--- config.mk ---
export PLATFORM = sky130hd
export DESIGN_NAME = dmarf_top
export DESIGN_NICKNAME = d
export VERILOG_FILES = /design/src/rtl/dmarf_pkg.sv /design/src/rtl/dmarf_decode.sv /design/src/rtl/dmarf_chan.sv /design/src/rtl/dmarf_readmux.sv /design/src/rtl/dmarf_top.sv
export SDC_FILE = /design/constraint.sdc
export NUM_CORES = 1
export LEC_CHECK = 0
export ABC_AREA = 1
export CAP_MARGIN = 40
export CORE_UTILIZATION = 30
export DETAILED_ROUTE_END_ITERATION = 16
export HOLD_SLACK_MARGIN = 0.1
export SLEW_MARGIN = 25
export SYNTH_ARGS = -nofsm -noshare
export SYNTH_HDL_FRONTEND = slang
export SYNTH_HIERARCHICAL = 1
export SYNTH_SLANG_ARGS = --single-unit
--- constraint.sdc ---
create_clock -name clk -period 2.11 [get_ports clk]
set_input_delay 0.422 -clock clk [delete_from_list [all_inputs] [get_ports clk]]
set_output_delay 0.422 -clock clk [all_outputs]
set_load 0.05 [all_outputs]
--- src/rtl/dmarf_pkg.sv ---
package dmarf_pkg;
  typedef enum logic {
    KIND_ADDR = 1'b0,
    KIND_CNT  = 1'b1
  } reg_kind_e;

  typedef struct packed {
    logic      rd_go;
    logic      wr_go;
    reg_kind_e kind;
    logic      hi;
  } bus_acc_t;
endpackage

--- src/rtl/dmarf_decode.sv ---
module dmarf_decode
  import dmarf_pkg::*;
#(
  parameter int NCH  = 4,
  localparam int CHW = $clog2(NCH)
) (
  input  logic           clk,
  input  logic           rst_n,
  input  logic           cs_n,
  input  logic           rd_n,
  input  logic           wr_n,
  input  logic [3:0]     addr,
  input  logic           ptr_clr,
  output bus_acc_t       acc,
  output logic [CHW-1:0] ch,
  output logic           ptr
);
  logic sel_ok, rd_act, wr_act, rd_q, wr_q;

  assign sel_ok = !cs_n && !addr[3];
  assign rd_act = sel_ok && !rd_n && wr_n;
  assign wr_act = sel_ok && !wr_n && rd_n;

  always_ff @(posedge clk or negedge rst_n) begin
    if (!rst_n) begin
      rd_q <= 1'b0;
      wr_q <= 1'b0;
      ptr  <= 1'b0;
    end else begin
      rd_q <= rd_act;
      wr_q <= wr_act;
      if (ptr_clr)                   ptr <= 1'b0;
      else if (acc.rd_go || acc.wr_go) ptr <= !ptr;
    end
  end

  always_comb begin
    acc.rd_go = rd_act && !rd_q;
    acc.wr_go = wr_act && !wr_q;
    acc.kind  = reg_kind_e'(addr[0]);
    acc.hi    = ptr;
  end

  assign ch = addr[CHW:1];
endmodule

--- src/rtl/dmarf_chan.sv ---
module dmarf_chan #(
  parameter int DW = 16,
  parameter int BW = 8
) (
  input  logic          clk,
  input  logic          rst_n,
  input  logic          wr_a,
  input  logic          wr_c,
  input  logic          hi,
  input  logic [BW-1:0] din,
  input  logic          step,
  input  logic          down,
  input  logic          dec,
  output logic [DW-1:0] base_a,
  output logic [DW-1:0] cur_a,
  output logic [DW-1:0] base_c,
  output logic [DW-1:0] cur_c
);
  function automatic logic [DW-1:0] put_byte(logic [DW-1:0] old, logic h, logic [BW-1:0] d);
    logic [DW-1:0] r;
    r = old;
    if (h) r[DW-1:BW] = d;
    else   r[BW-1:0]  = d;
    return r;
  endfunction

  always_ff @(posedge clk or negedge rst_n) begin
    if (!rst_n) begin
      base_a <= '0;
      cur_a  <= '0;
      base_c <= '0;
      cur_c  <= '0;
    end else begin
      if (wr_a) begin
        base_a <= put_byte(base_a, hi, din);
        cur_a  <= put_byte(cur_a, hi, din);
      end else if (step) begin
        cur_a <= down ? cur_a - 1'b1 : cur_a + 1'b1;
      end
      if (wr_c) begin
        base_c <= put_byte(base_c, hi, din);
        cur_c  <= put_byte(cur_c, hi, din);
      end else if (dec) begin
        cur_c <= cur_c - 1'b1;
      end
    end
  end
endmodule

--- src/rtl/dmarf_readmux.sv ---
module dmarf_readmux
  import dmarf_pkg::*;
#(
  parameter int NCH  = 4,
  parameter int DW   = 16,
  parameter int BW   = 8,
  localparam int CHW = $clog2(NCH)
) (
  input  logic              clk,
  input  logic              rst_n,
  input  bus_acc_t          acc,
  input  logic [CHW-1:0]    ch,
  input  logic [NCH*DW-1:0] cur_a,
  input  logic [NCH*DW-1:0] cur_c,
  output logic [BW-1:0]     dout
);
  logic [DW-1:0] pick;
  logic [BW-1:0] snap;

  assign pick = (acc.kind == KIND_CNT) ? cur_c[ch*DW +: DW] : cur_a[ch*DW +: DW];

  always_ff @(posedge clk or negedge rst_n) begin
    if (!rst_n) begin
      dout <= '0;
      snap <= '0;
    end else if (acc.rd_go) begin
      if (acc.hi) begin
        dout <= snap;
      end else begin
        dout <= pick[BW-1:0];
        snap <= pick[DW-1:BW];
      end
    end
  end
endmodule

--- src/rtl/dmarf_top.sv ---
module dmarf_top
  import dmarf_pkg::*;
#(
  parameter int NCH = 4,
  parameter int DW  = 16,
  parameter int BW  = 8
) (
  input  logic              clk,
  input  logic              rst_n,
  input  logic              cs_n,
  input  logic              rd_n,
  input  logic              wr_n,
  input  logic [3:0]        addr,
  input  logic [BW-1:0]     din,
  output logic [BW-1:0]     dout,
  input  logic              ptr_clr,
  input  logic [NCH-1:0]    addr_step,
  input  logic [NCH-1:0]    addr_down,
  input  logic [NCH-1:0]    cnt_dec,
  output logic [NCH*DW-1:0] cur_addr,
  output logic [NCH*DW-1:0] cur_cnt,
  output logic [NCH*DW-1:0] base_addr,
  output logic [NCH*DW-1:0] base_cnt
);
  localparam int CHW = $clog2(NCH);

  bus_acc_t       acc;
  logic [CHW-1:0] ch;
  logic           ptr;
  logic           acc_go;

  assign acc_go = acc.rd_go || acc.wr_go;

  dmarf_decode #(.NCH(NCH)) u_dec (
    .clk(clk), .rst_n(rst_n), .cs_n(cs_n), .rd_n(rd_n), .wr_n(wr_n),
    .addr(addr), .ptr_clr(ptr_clr), .acc(acc), .ch(ch), .ptr(ptr)
  );

  for (genvar c = 0; c < NCH; c++) begin : g_ch
    logic hit;
    assign hit = acc.wr_go && (ch == c[CHW-1:0]);
    dmarf_chan #(.DW(DW), .BW(BW)) u_chan (
      .clk(clk), .rst_n(rst_n),
      .wr_a(hit && acc.kind == KIND_ADDR),
      .wr_c(hit && acc.kind == KIND_CNT),
      .hi(acc.hi), .din(din),
      .step(addr_step[c]), .down(addr_down[c]), .dec(cnt_dec[c]),
      .base_a(base_addr[c*DW +: DW]), .cur_a(cur_addr[c*DW +: DW]),
      .base_c(base_cnt[c*DW +: DW]),  .cur_c(cur_cnt[c*DW +: DW])
    );
  end

  dmarf_readmux #(.NCH(NCH), .DW(DW), .BW(BW)) u_rd (
    .clk(clk), .rst_n(rst_n), .acc(acc), .ch(ch),
    .cur_a(cur_addr), .cur_c(cur_cnt), .dout(dout)
  );
endmodule

Word-level counts from Yosys, hierarchy flattened
Index checks and enable logic that the tools add are counted.
{"block": "totals", "register_bits": 275, "in_bits": 30, "out_inout_bits": 264, "elab_cells": 168}
{"block": "op_classes", "n_addsub": 12, "n_eq_ne": 19, "shift": 2, "muxes": 26, "bitwise_logic": 2, "n_reduce_logical": 70}
{"operator": "$mux 16", "n": 21}
{"operator": "$shiftx 64x7->16", "n": 2}
{"operator": "$sub 16x1->16 const B", "n": 8}
{"operator": "$reduce_and 2->1", "n": 33}
{"operator": "$add 16x1->16 const B", "n": 4}
{"operator": "$ne 2x2->1 const B", "n": 16}
{"operator": "$mux 8", "n": 3}
{"operator": "$logic_and 1x1->1", "n": 19}
{"operator": "$reduce_bool 2->1", "n": 9}
{"operator": "$logic_not 1->1", "n": 7}
{"operator": "$eq 2x2->1 const B", "n": 2}
{"operator": "$eq 2x1->1 const B", "n": 1}
{"operator": "$logic_not 2->1", "n": 1}
{"operator": "$mux 1", "n": 2}
{"operator": "$not 1->1", "n": 2}
{"operator": "$logic_or 1x1->1", "n": 1}

Logic depth before layout (Yosys ltp)
Gate-level depths: netlist of run 1.
{"block": "logic_depth", "ltp_word": 9, "depth_mapped": 15}

Hierarchy
Netlist of run 1, hierarchy kept.
{"mod": "dmarf_chan (g_ch[2].u_chan ...)", "instances": 2, "cells_per_inst": 535, "area_per_inst_um2": 3887.5, "seq_area_each_um2": 1601.5}
{"mod": "dmarf_chan (g_ch[0].u_chan ...)", "instances": 2, "cells_per_inst": 530, "area_per_inst_um2": 3857.4, "seq_area_each_um2": 1601.5}
{"mod": "dmarf_readmux", "instances": 1, "cells_per_inst": 356, "area_per_inst_um2": 1960.6, "seq_area_each_um2": 400.4}
{"mod": "dmarf_decode", "instances": 1, "cells_per_inst": 27, "area_per_inst_um2": 206.4, "seq_area_each_um2": 75.1}
{"mod": "dmarf_top", "instances": 1, "cells_per_inst": 16, "area_per_inst_um2": 63.8, "seq_area_each_um2": 0.0}

Least setup slack after synthesis of run 1
Ideal clock, no wire load.
{"block": "synth_timing", "path_type": "input to register", "startpoint": "input cs_n", "endpoint": "register g_ch[2].u_chan.cur_c[13]", "setup_ns": 0.121, "arrival_ns": 1.723, "required_time_ns": 1.989, "slack_ns": 0.267, "path_stages": 13, "path_buffers": 1, "path_cell_list": "nor2_2 -> nand3_2 -> inv_1 -> nand3_1 -> nor2_1 -> buf_6 -> nand2_1 -> nand2_4 -> clkinv_1 -> a21oi_2 -> nand2_1 -> nand2_1 -> nand2_1"}
{"element": "start: declaration", "line": "dmarf_top.sv:10", "source": "input logic cs_n,"}
{"element": "end signal: assignment", "line": "dmarf_chan.sv:42", "source": "cur_c <= put_byte(cur_c, hi, din);"}
{"element": "end signal: assignment", "line": "dmarf_chan.sv:44", "source": "cur_c <= cur_c - 1'b1;"}
{"element": "end: declaration", "line": "dmarf_chan.sv:17", "source": "output logic [DW-1:0] cur_c"}

==> results.yml, run 1 <==
worst_setup_path:
  critPathMaxStageDelay_ns: 0.50
  cp_common_cell: "nand2_1"
  end_kind: "register"
  worst-endpoint-required_ns: 2.55
  critPathKind: "primary input to register"
  path_cells: "clkdlybuf4s50_1, nor2_2, nand3_4, clkinvlp_4, buf_6, nand2_1, nor2_1, buf_4, inv_2, nand2_2, buf_4, o21ai_4, o21ai_1, nand2_1, nand2_1"
  path_max_fanout: 6
  critPathArrivalTime_ns: 2.47
  cp-start-kind: "primary input"
  cp_slowest_cell: "clkdlybuf4s50_1"
floorplan:
  initial_core_util_pct: 30.5
  die_w_microns: 245
  die_area_sq_um: 60000
  io_pins: 294
  core.rowCount: 88
  core_area_sq_um: 58000
  die_h_microns: 245
min_path:
  hold_path_class: "primary input to register"
finish:
  nets: 3095
  num_antenna_cells: 0
  final_core_util_pct: 41.0
  layout_common_cells: "nand2_1, buf_4, dfrtp_1, inv_1, nor2_1"
  drive_gt1_share_pct: 17.5
  nFillCells: 6031
  final_common_cell: "nand2_1"
  syn_to_final_growth_pct: 34.1
  instances_no_fill: 3789
grt:
  antenna_found_initial: 1
  grt_overflow_total: 0
  grt_max_degree: 53
  track_usage_pct: 22.3
  grt_pass1_wl_microns: 103000
  grt_pass1_vias: 17000
sta:
  tightest_slew_ns: 0.553
  final_max_slew_viol_count: 0
  skew_ns: 0.0154
  rsz0062_at_grt: "yes"
  fin_crit_ns: 2.04
  finalHoldViolations: 0
  setup_viol: 0
  max_freq_ghz: 0.491
  period_share_pct: 96.6
  setup_slack_ns: 0.0724
  timing.slew.headroom_pct: 63.3
clock_tree:
  cts_root_buf: "clkbuf_16"
  htreeDepth: 2
  cts_buffers: 34
  clk_latency_ns: 0.54
  clk_path_buf_depth: 3
  cts.sinks: 275
  cts_tree: "built"
  clk_pin_slew_ns: 0.06
route:
  vias_per_cell: 4.78
  drtIter0Drc: 1471
  drc: 0
  wirelength_microns: 67400
  antenna_left: 0
  wl_per_cell_microns: 17.8
  drt-pass1-iter-count: 5
  vias: 18100
placement:
  pre_cts_slack_ns: -0.654
  port_buffers: 293
  place_congestion: 0.917
  placed_cells: 3728
  hpwl_microns: 51100
synth:
  ys_warn_count: 6
  ys_ff_latch: 275
  netlist_area_sq_um: 17700
  syn_inst: 2529
  synth_fp_nets: 2623
  avgSynthCellArea_sq_um: 7.01
  ys_seq_area_share_pct: 38.8
  synthDistinctLibCells: 44
power:
  ir_worst_vdd_v: 0.000919
  power_density_nw_per_um2: 1300
  p_leak_uw: 0.0124
  p_total_uw: 30800
outcome:
  status: "finished clean"
job:
  drv_cap: 0
cells by family after synthesis:
kind of cell | Yosys count | synth area share, %
fa+ha+maj | 64 | 4.69
flops | 275 | 38.8
xor+xnor | 22 | 1.09
simple gates | 1309 | 31.9
compound gates | 478 | 14.4
buf+inv | 381 | 9.02
report_power, final:
part | total [uW] | leakage (uW) | switching (uW) | internal, uW
logic | 16700 | 0.00847 | 10900 | 5810
registers | 8270 | 0.00341 | 1810 | 6460
clock network | 5800 | 0.000532 | 2330 | 3470
total | 30800 | 0.0124 | 15100 | 15700
layer usage:
metal / track usage (%) / up-vias / routed length [microns]
met4: 5.37 / 2 / 1450
met3: 4.58 / 86 / 4820
met2: 34.9 / 520 / 30300
li1: - / 9117 / -
met1: 31.3 / 8404 / 30800
met5: 0 / - / 13
worst max-delay path, delay by kind of cell:
kind,cells,cell delay [ns]
buffers and inverters,6,1.34
and+or+nand+nor,7,0.48
AOI/OAI and AO/OA,2,0.24
cells in the mapped netlist (all sizes together):
cell / number / area share [%]
nand2: 768 / 17
inv: 298 / 6.3
nor2: 287 / 6.7
dfrtp: 275 / 39
o21ai: 250 / 7.1
a21oi: 170 / 4.8
nand3: 164 / 5.0
ha: 60 / 4.2
buf: 59 / 2.1
or2: 31 / 1.1
a31oi: 26 / 0.92
clkbuf: 22 / 0.51
nor3: 20 / 0.69
o211ai: 20 / 0.85
nand3b: 18 / 0.76
xor2: 12 / 0.59
nand4: 11 / 0.56
and2: 10 / 0.41
xnor2: 10 / 0.49
a22oi: 4 / 0.28
fa: 4 / 0.45
o31ai: 4 / 0.23
a21boi: 2 / 0.085
a32o: 2 / 0.11
clkinv: 2 / 0.042
path summary, 6_finish.rpt:
check                                    startpoint                        to  slack, ns  cells past startpoint
max                                            wr_n  g_ch[0].u_chan/cur_c[13]       0.07                     15
min                                            rd_n                u_dec/rd_q       0.21                      3
max reg2reg                              u_dec/wr_q  g_ch[0].u_chan/cur_c[13]       0.14                     14
min reg2reg                g_ch[3].u_chan/base_a[1]  g_ch[3].u_chan/base_a[1]       0.47                      2
max in group asynchronous                     rst_n   g_ch[3].u_chan/cur_a[4]       0.99                      3
min in group asynchronous                     rst_n  g_ch[0].u_chan/base_a[6]       0.41                      2
flip-flops by register name, summed over array words and instances (netlist names):
register and flops:
u_dec/wr_q 1, u_rd/dout 8, g_ch.u_chan/base_a 64, g_ch.u_chan/cur_c 64, g_ch.u_chan/cur_a 64, u_dec/rd_q 1
u_rd/snap 8, u_dec/ptr 1, g_ch.u_chan/base_c 64
layout make-up:
cell class / instances / area [sq um] / share of cell area (%)
sequential: 275 / 6880 / 29.0
tap: 765 / 957 / 4.03
inverter: 300 / 1140 / 4.79
multi-input combinational: 1873 / 9290 / 39.1
clock buffer: 50 / 982 / 4.13
timing repair buffer: 517 / 4410 / 18.6
clock inverter: 9 / 105 / 0.442
stage by stage:
| step | TNS [ns] | cell area (sq um) | hold slack [ns] |
|---|---|---|---|
| after floorplan | 0 | 17700 | 0.126 |
| after global placement | -127.56 | 22800 | 0.383 |
| after detailed placement | -130.51 | 22800 | 0.383 |
| after CTS | 0 | 23700 | 0.400 |
| after global routing | -0.197 | 23800 | 0.234 |
| final | 0 | 23800 | 0.214 |
repair_timing:
item,CTS,global route
resized for setup,142,16
setup buffers,0,1
endpoints found under the setup margin,201,66
pin swaps,0,2
cloned,0,0
hold buffers,1,0
hold endpoints to repair,43,0
Note: power is estimated with default switching activity, not from simulation.
==> run 2, diff against run 1 <==
--- a/config.mk
+++ b/config.mk
@@ -10,6 +10,7 @@
 export CORE_UTILIZATION = 30
 export DETAILED_ROUTE_END_ITERATION = 16
 export HOLD_SLACK_MARGIN = 0.1
+export PLACE_DENSITY = 0.49
 export SLEW_MARGIN = 25
 export SYNTH_ARGS = -nofsm -noshare
 export SYNTH_HDL_FRONTEND = slang
==> results.yml, run 2 (synthesized netlist as in run 1, its figures left out) <==
power:
  power_density_nw_per_um2: 1320
  netSwitchingPower_uw: 15200
  pwr-share-seq_pct: 26.9
  p_int_uw: 16200
  p_leak_uw: 0.0125
  sw_frac_of_total_pct: 48.4
  p_total_uw: 31300
  ir_worst_vdd_v: 0.000738
  p_comb_share_pct: 52.6
  clockPowerShare_pct: 20.5
route:
  vias: 18400
  drtIter0Drc: 1443
  wl_per_cell_microns: 18.5
  wirelength_microns: 70100
  drt-pass1-iter-count: 6
  drc: 0
  antenna_left: 0
  vias_per_cell: 4.85
clock_tree:
  htreeDepth: 2
  cts_root_buf: "clkbuf_16"
  clk_path_buf_depth: 3
  cts_buffers: 36
  cts.sinks: 275
  cts_tree: "built"
  clk_pin_slew_ns: 0.05
  clk_latency_ns: 0.54
placement:
  hpwl_microns: 53000
  port_buffers: 293
  place_congestion: 0.893
floorplan:
  die_h_microns: 245
  die_area_sq_um: 60000
  io_pins: 294
  core.rowCount: 88
  initial_core_util_pct: 30.5
  core_area_sq_um: 58000
  die_w_microns: 245
worst_setup_path:
  path_cells: "dlygate4sd2_1"
  r2r_end: "g_ch[2].u_chan/cur_c[13]"
  critPathKind: "register to primary output"
  critPathArrivalTime_ns: 1.59
  crit_family: "buffers and inverters"
  r2r_start: "u_dec/wr_q"
  worst-endpoint-required_ns: 1.69
  cp_slowest_cell: "dlygate4sd2_1"
  crit_buf_inv: 1
  r2r_cells: 13
  path_max_fanout: 4
  cp-start-kind: "register"
  end_kind: "primary output"
  critPathMaxStageDelay_ns: 0.57
  rrSetupSlack_ns: 0.20
finish:
  final_common_cell: "nand2_1"
  syn_to_final_growth_pct: 34.3
  drive_gt1_share_pct: 17.5
  nFillCells: 6022
  nets: 3091
  num_antenna_cells: 0
  final_core_util_pct: 41.0
  layout_common_cells: "nand2_1, buf_4, dfrtp_1, inv_1, nor2_1"
sta:
  finalHoldViolations: 0
  max_freq_ghz: 0.496
  tightest_slew_ns: 0.622
  skew_ns: 0.0189
  setup_viol: 0
  timing.slew.headroom_pct: 58.1
  period_share_pct: 95.6
  final_max_slew_viol_count: 0
  fin_crit_ns: 2.02
grt:
  grt_pass1_vias: 17600
  track_usage_pct: 23.1
  grt_max_degree: 67
  antenna_found_initial: 1
  grt_pass1_wl_microns: 106000
  grt_overflow_total: 0
outcome:
  status: "finished clean"
job:
  drv_cap: 0
min_path:
  hold_path_class: "primary input to asynchronous set/reset pin"
[run 2: changes by cell type in the layout (fill, tap and decap cells not counted), moves of 2 or more]
| cell | change |
|---|---|
| clkbuf_1 | -5 |
| buf_4 | -5 |
| bufinv_16 | +2 |
| nand2_4 | -3 |
| clkbuf_16 | +2 |
| clkbuf_8 | +4 |
| nand2_2 | +2 |
[run 2: worst max path at each step]
stage	depth (start not counted)	start	endpoint
6_report	1	g_ch[2].u_chan/cur_c[0]	cur_cnt[32]
3_3_place_gp	14	rd_n	g_ch[2].u_chan/cur_c[1]
5_1_grt	15	rd_n	g_ch[2].u_chan/cur_c[9]
2_1_floorplan	13	cs_n	g_ch[2].u_chan/cur_c[13]
3_5_place_dp	14	rd_n	g_ch[2].u_chan/cur_c[1]
4_1_cts	15	rd_n	g_ch[2].u_chan/cur_c[13]
[run 2: metal layers]
metal / global-route usage [%] / vias up / share of wire (%)
met5: 0 / - / 0.019
met4: 6.45 / 2 / 2.4
met3: 3.55 / 81 / 5.9
met2: 37.6 / 527 / 47
met1: 31.5 / 8639 / 45
li1: - / 9106 / -
[run 2: final cells by class]
class	count	area (sq um)	area share, %
multi-input cells	1873	9250	38.9
flip-flops and latches	275	6880	28.9
repair buffers	511	4370	18.4
inverters	300	1140	4.77
clock buffers	51	1070	4.49
well taps	765	957	4.02
clock inverters	8	140	0.589
[run 2: what timing repair did]
item,4_1_cts,5_1_grt
buffers inserted,0,3
hold endpoints to repair,34,0
setup endpoints to repair,148,29
gates resized for setup,142,5
hold buffers,1,0
[run 2: power groups by stage]
stage	Combinational (uW)	Clock, uW	Sequential (uW)
floorplan	6720	0	11700
global placement	16500	0	8490
detailed placement	16600	0	8500
CTS	16500	6600	8410
global route	18100	6800	8560
finish	16500	6430	8410
[run 2: through the flow]
step           hold WS [ns]  worst slack [ns]  cell area, sq um  TNS [ns]  std cells
2_1_floorplan         0.126             0.267             17700         0       2529
3_3_place_gp          0.345            -0.670             22700   -101.74       3720
3_5_place_dp          0.344            -0.648             22700   -103.47       3720
4_1_cts               0.355            0.0344             23800         0       3780
5_1_grt               0.371           -0.0284             23800    -0.100       3783
6_report              0.373            0.0933             23800         0       3783
==> run 3, diff against run 2 <==
==> constraint.sdc (replaced) <==
create_clock -name clk -period 2.4 [get_ports clk]
set_input_delay 0.48 -clock clk [delete_from_list [all_inputs] [get_ports clk]]
set_output_delay 0.48 -clock clk [all_outputs]
set_load 0.05 [all_outputs]
==> results.yml, run 3 (synthesized netlist as in run 1, its figures left out) <==
clock_tree:
  cts_tree: "built"
  htreeDepth: 2
  cts.sinks: 275
  clk_pin_slew_ns: 0.06
  clk_latency_ns: 0.55
  cts_buffers: 38
  clk_path_buf_depth: 3
  cts_root_buf: "clkbuf_16"
grt:
  grt_overflow_total: 0
  antenna_found_initial: 4
  track_usage_pct: 22.9
  grt_pass1_vias: 17700
  grt_use_met2_pct: 37.5
  top_usage_layer: "met2"
  grt.met3_usage_pct: 3.23
  grtUsageMet1_pct: 31.2
  grt_pass1_wl_microns: 106000
  grt_max_degree: 58
sta:
  whs_ns: 0.457
  final_max_slew_viol_count: 0
  finalHoldViolations: 0
  setup_viol: 0
  timing.slew.headroom_pct: 59.4
  fin_crit_ns: 2.36
  tightest_slew_ns: 0.607
  skew_ns: 0.0139
  max_freq_ghz: 0.423
  period_share_pct: 98.4
  rsz0062_at_grt: "no"
route:
  vias_per_cell: 4.88
  vias: 18300
  drc: 0
  drt-pass1-iter-count: 6
  wl_per_cell_microns: 18.5
  wirelength_microns: 69300
  antenna_left: 0
  drtIter0Drc: 1511
finish:
  num_antenna_cells: 0
  final_common_cell: "nand2_1"
  multiInputGateArea_sq_um: 9240
  fin_area_sq_um: 23900
  drive_gt1_share_pct: 12.2
  syn_to_final_growth_pct: 34.9
  nets: 3047
  layout_common_cells: "nand2_1, dfrtp_1, inv_1, nor2_1, o21ai_0"
  regArea_sq_um: 6880
  instances_no_fill: 3746
  nFillCells: 6042
job:
  drv_cap: 0
worst_setup_path:
  r2r_end: "g_ch[2].u_chan/cur_c[0]"
  r2r_start: "u_dec/wr_q"
  cp_slowest_cell: "clkdlybuf4s50_1"
  r2r_cells: 11
  path_max_fanout: 2
  end_kind: "primary output"
  worst-endpoint-required_ns: 1.92
  critPathKind: "register to primary output"
  path_cells: "clkdlybuf4s50_1"
  cp-start-kind: "register"
  rrSetupSlack_ns: 0.33
  crit_family: "buffers and inverters"
  critPathMaxStageDelay_ns: 0.86
  crit_buf_inv: 1
  critPathArrivalTime_ns: 1.88
placement:
  hpwl_microns: 51800
  port_buffers: 293
  placed_cells: 3677
  place_congestion: 0.903
  placed_area_sq_um: 22600
outcome:
  status: "finished clean"
power:
  ir_worst_vdd_v: 0.000829
  p_comb_share_pct: 51.1
  p_leak_uw: 0.0118
  netSwitchingPower_uw: 13300
  clockPowerShare_pct: 21.4
  p_int_uw: 14000
  power_density_nw_per_um2: 1140
  sw_frac_of_total_pct: 48.7
  pwr-share-seq_pct: 27.5
floorplan:
  core.rowCount: 88
  die_w_microns: 245
  initial_core_util_pct: 30.5
  core_area_sq_um: 58000
  io_pins: 294
  die_h_microns: 245
  die_area_sq_um: 60000
min_path:
  hold_path_class: "primary input to asynchronous set/reset pin"
==> run 3: cell types whose count changed in the layout (fill, tap and decap cells not counted), sizes merged, moves of 4 or more <==
cell,before,now
inv,298,302
dlygate4sd2,140,57
clkdlybuf4s50,26,213
buf,344,178
clkinv,4,11
dlymetal6s2s,0,16
==> run 3: cell type report <==
type / count / area share [%]
Multi-Input combinational cell: 1873 / 38.6
Sequential cell: 275 / 28.8
Timing Repair Buffer: 465 / 18.5
Inverter: 300 / 4.74
Clock buffer: 49 / 4.45
Tap cell: 765 / 4.00
Clock inverter: 19 / 0.921
==> run 3: worst reg2reg max path, stage by stage (launching register included) <==
cell        delay [ns]
dfrtp_1           0.35
inv_1             0.06
nand3_2           0.14
clkinvlp_4        0.20
nand3_1           0.13
nor2_1            0.16
buf_4             0.17
inv_2             0.05
nand2_2           0.05
nand2_1           0.23
buf_4             0.25
o21ai_0           0.18
==> run 3: how the worst max path moves through the flow <==
stage	depth (start not counted)	endpoint	start
after global routing	1	cur_addr[41]	g_ch[2].u_chan/cur_a[9]
after floorplan	13	g_ch[2].u_chan/cur_c[13]	cs_n
after global placement	13	g_ch[2].u_chan/cur_c[4]	rd_n
after detailed placement	13	g_ch[2].u_chan/cur_c[4]	rd_n
after CTS	1	cur_addr[25]	g_ch[1].u_chan/cur_a[9]
final	1	dout[7]	u_rd/dout[7]
==> run 3: through the flow <==
step	util, %	setup TNS [ns]	total power (uW)	worst slack (ns)
2_1_floorplan	-	0	16200	0.499
3_3_place_gp	39.0	-41.75	21600	-0.441
3_5_place_dp	39.0	-43.16	21700	-0.430
4_1_cts	41.1	0	27500	0.00405
5_1_grt	41.2	0	29100	0.000763
6_report	41.2	0	27300	0.0374
==> run 3: power groups by stage <==
| stage | logic [uW] | clock network (uW) | registers [uW] |
|---|---|---|---|
| after global routing | 15300 | 6190 | 7640 |
| after detailed placement | 14100 | 0 | 7590 |
| after global placement | 14000 | 0 | 7610 |
| final | 13900 | 5840 | 7510 |
| after CTS | 14000 | 6000 | 7520 |
| after floorplan | 5910 | 0 | 10300 |
==> run 3: repair_timing <==
| item | in CTS | in global routing |
|---|---|---|
| hold endpoints to repair | 43 | 0 |
| hold buffers | 1 | 0 |
| endpoints found under the setup margin | 57 | 17 |
| buffers inserted | 0 | 0 |
| resized for setup | 57 | 17 |
==> run 3: per-layer routing <==
layer / vias up / share of wire (%)
li1: 9006 / -
met1: 8697 / 46
met2: 494 / 47
met3: 79 / 5.2
met4: 4 / 2.1
met5: - / 0.036
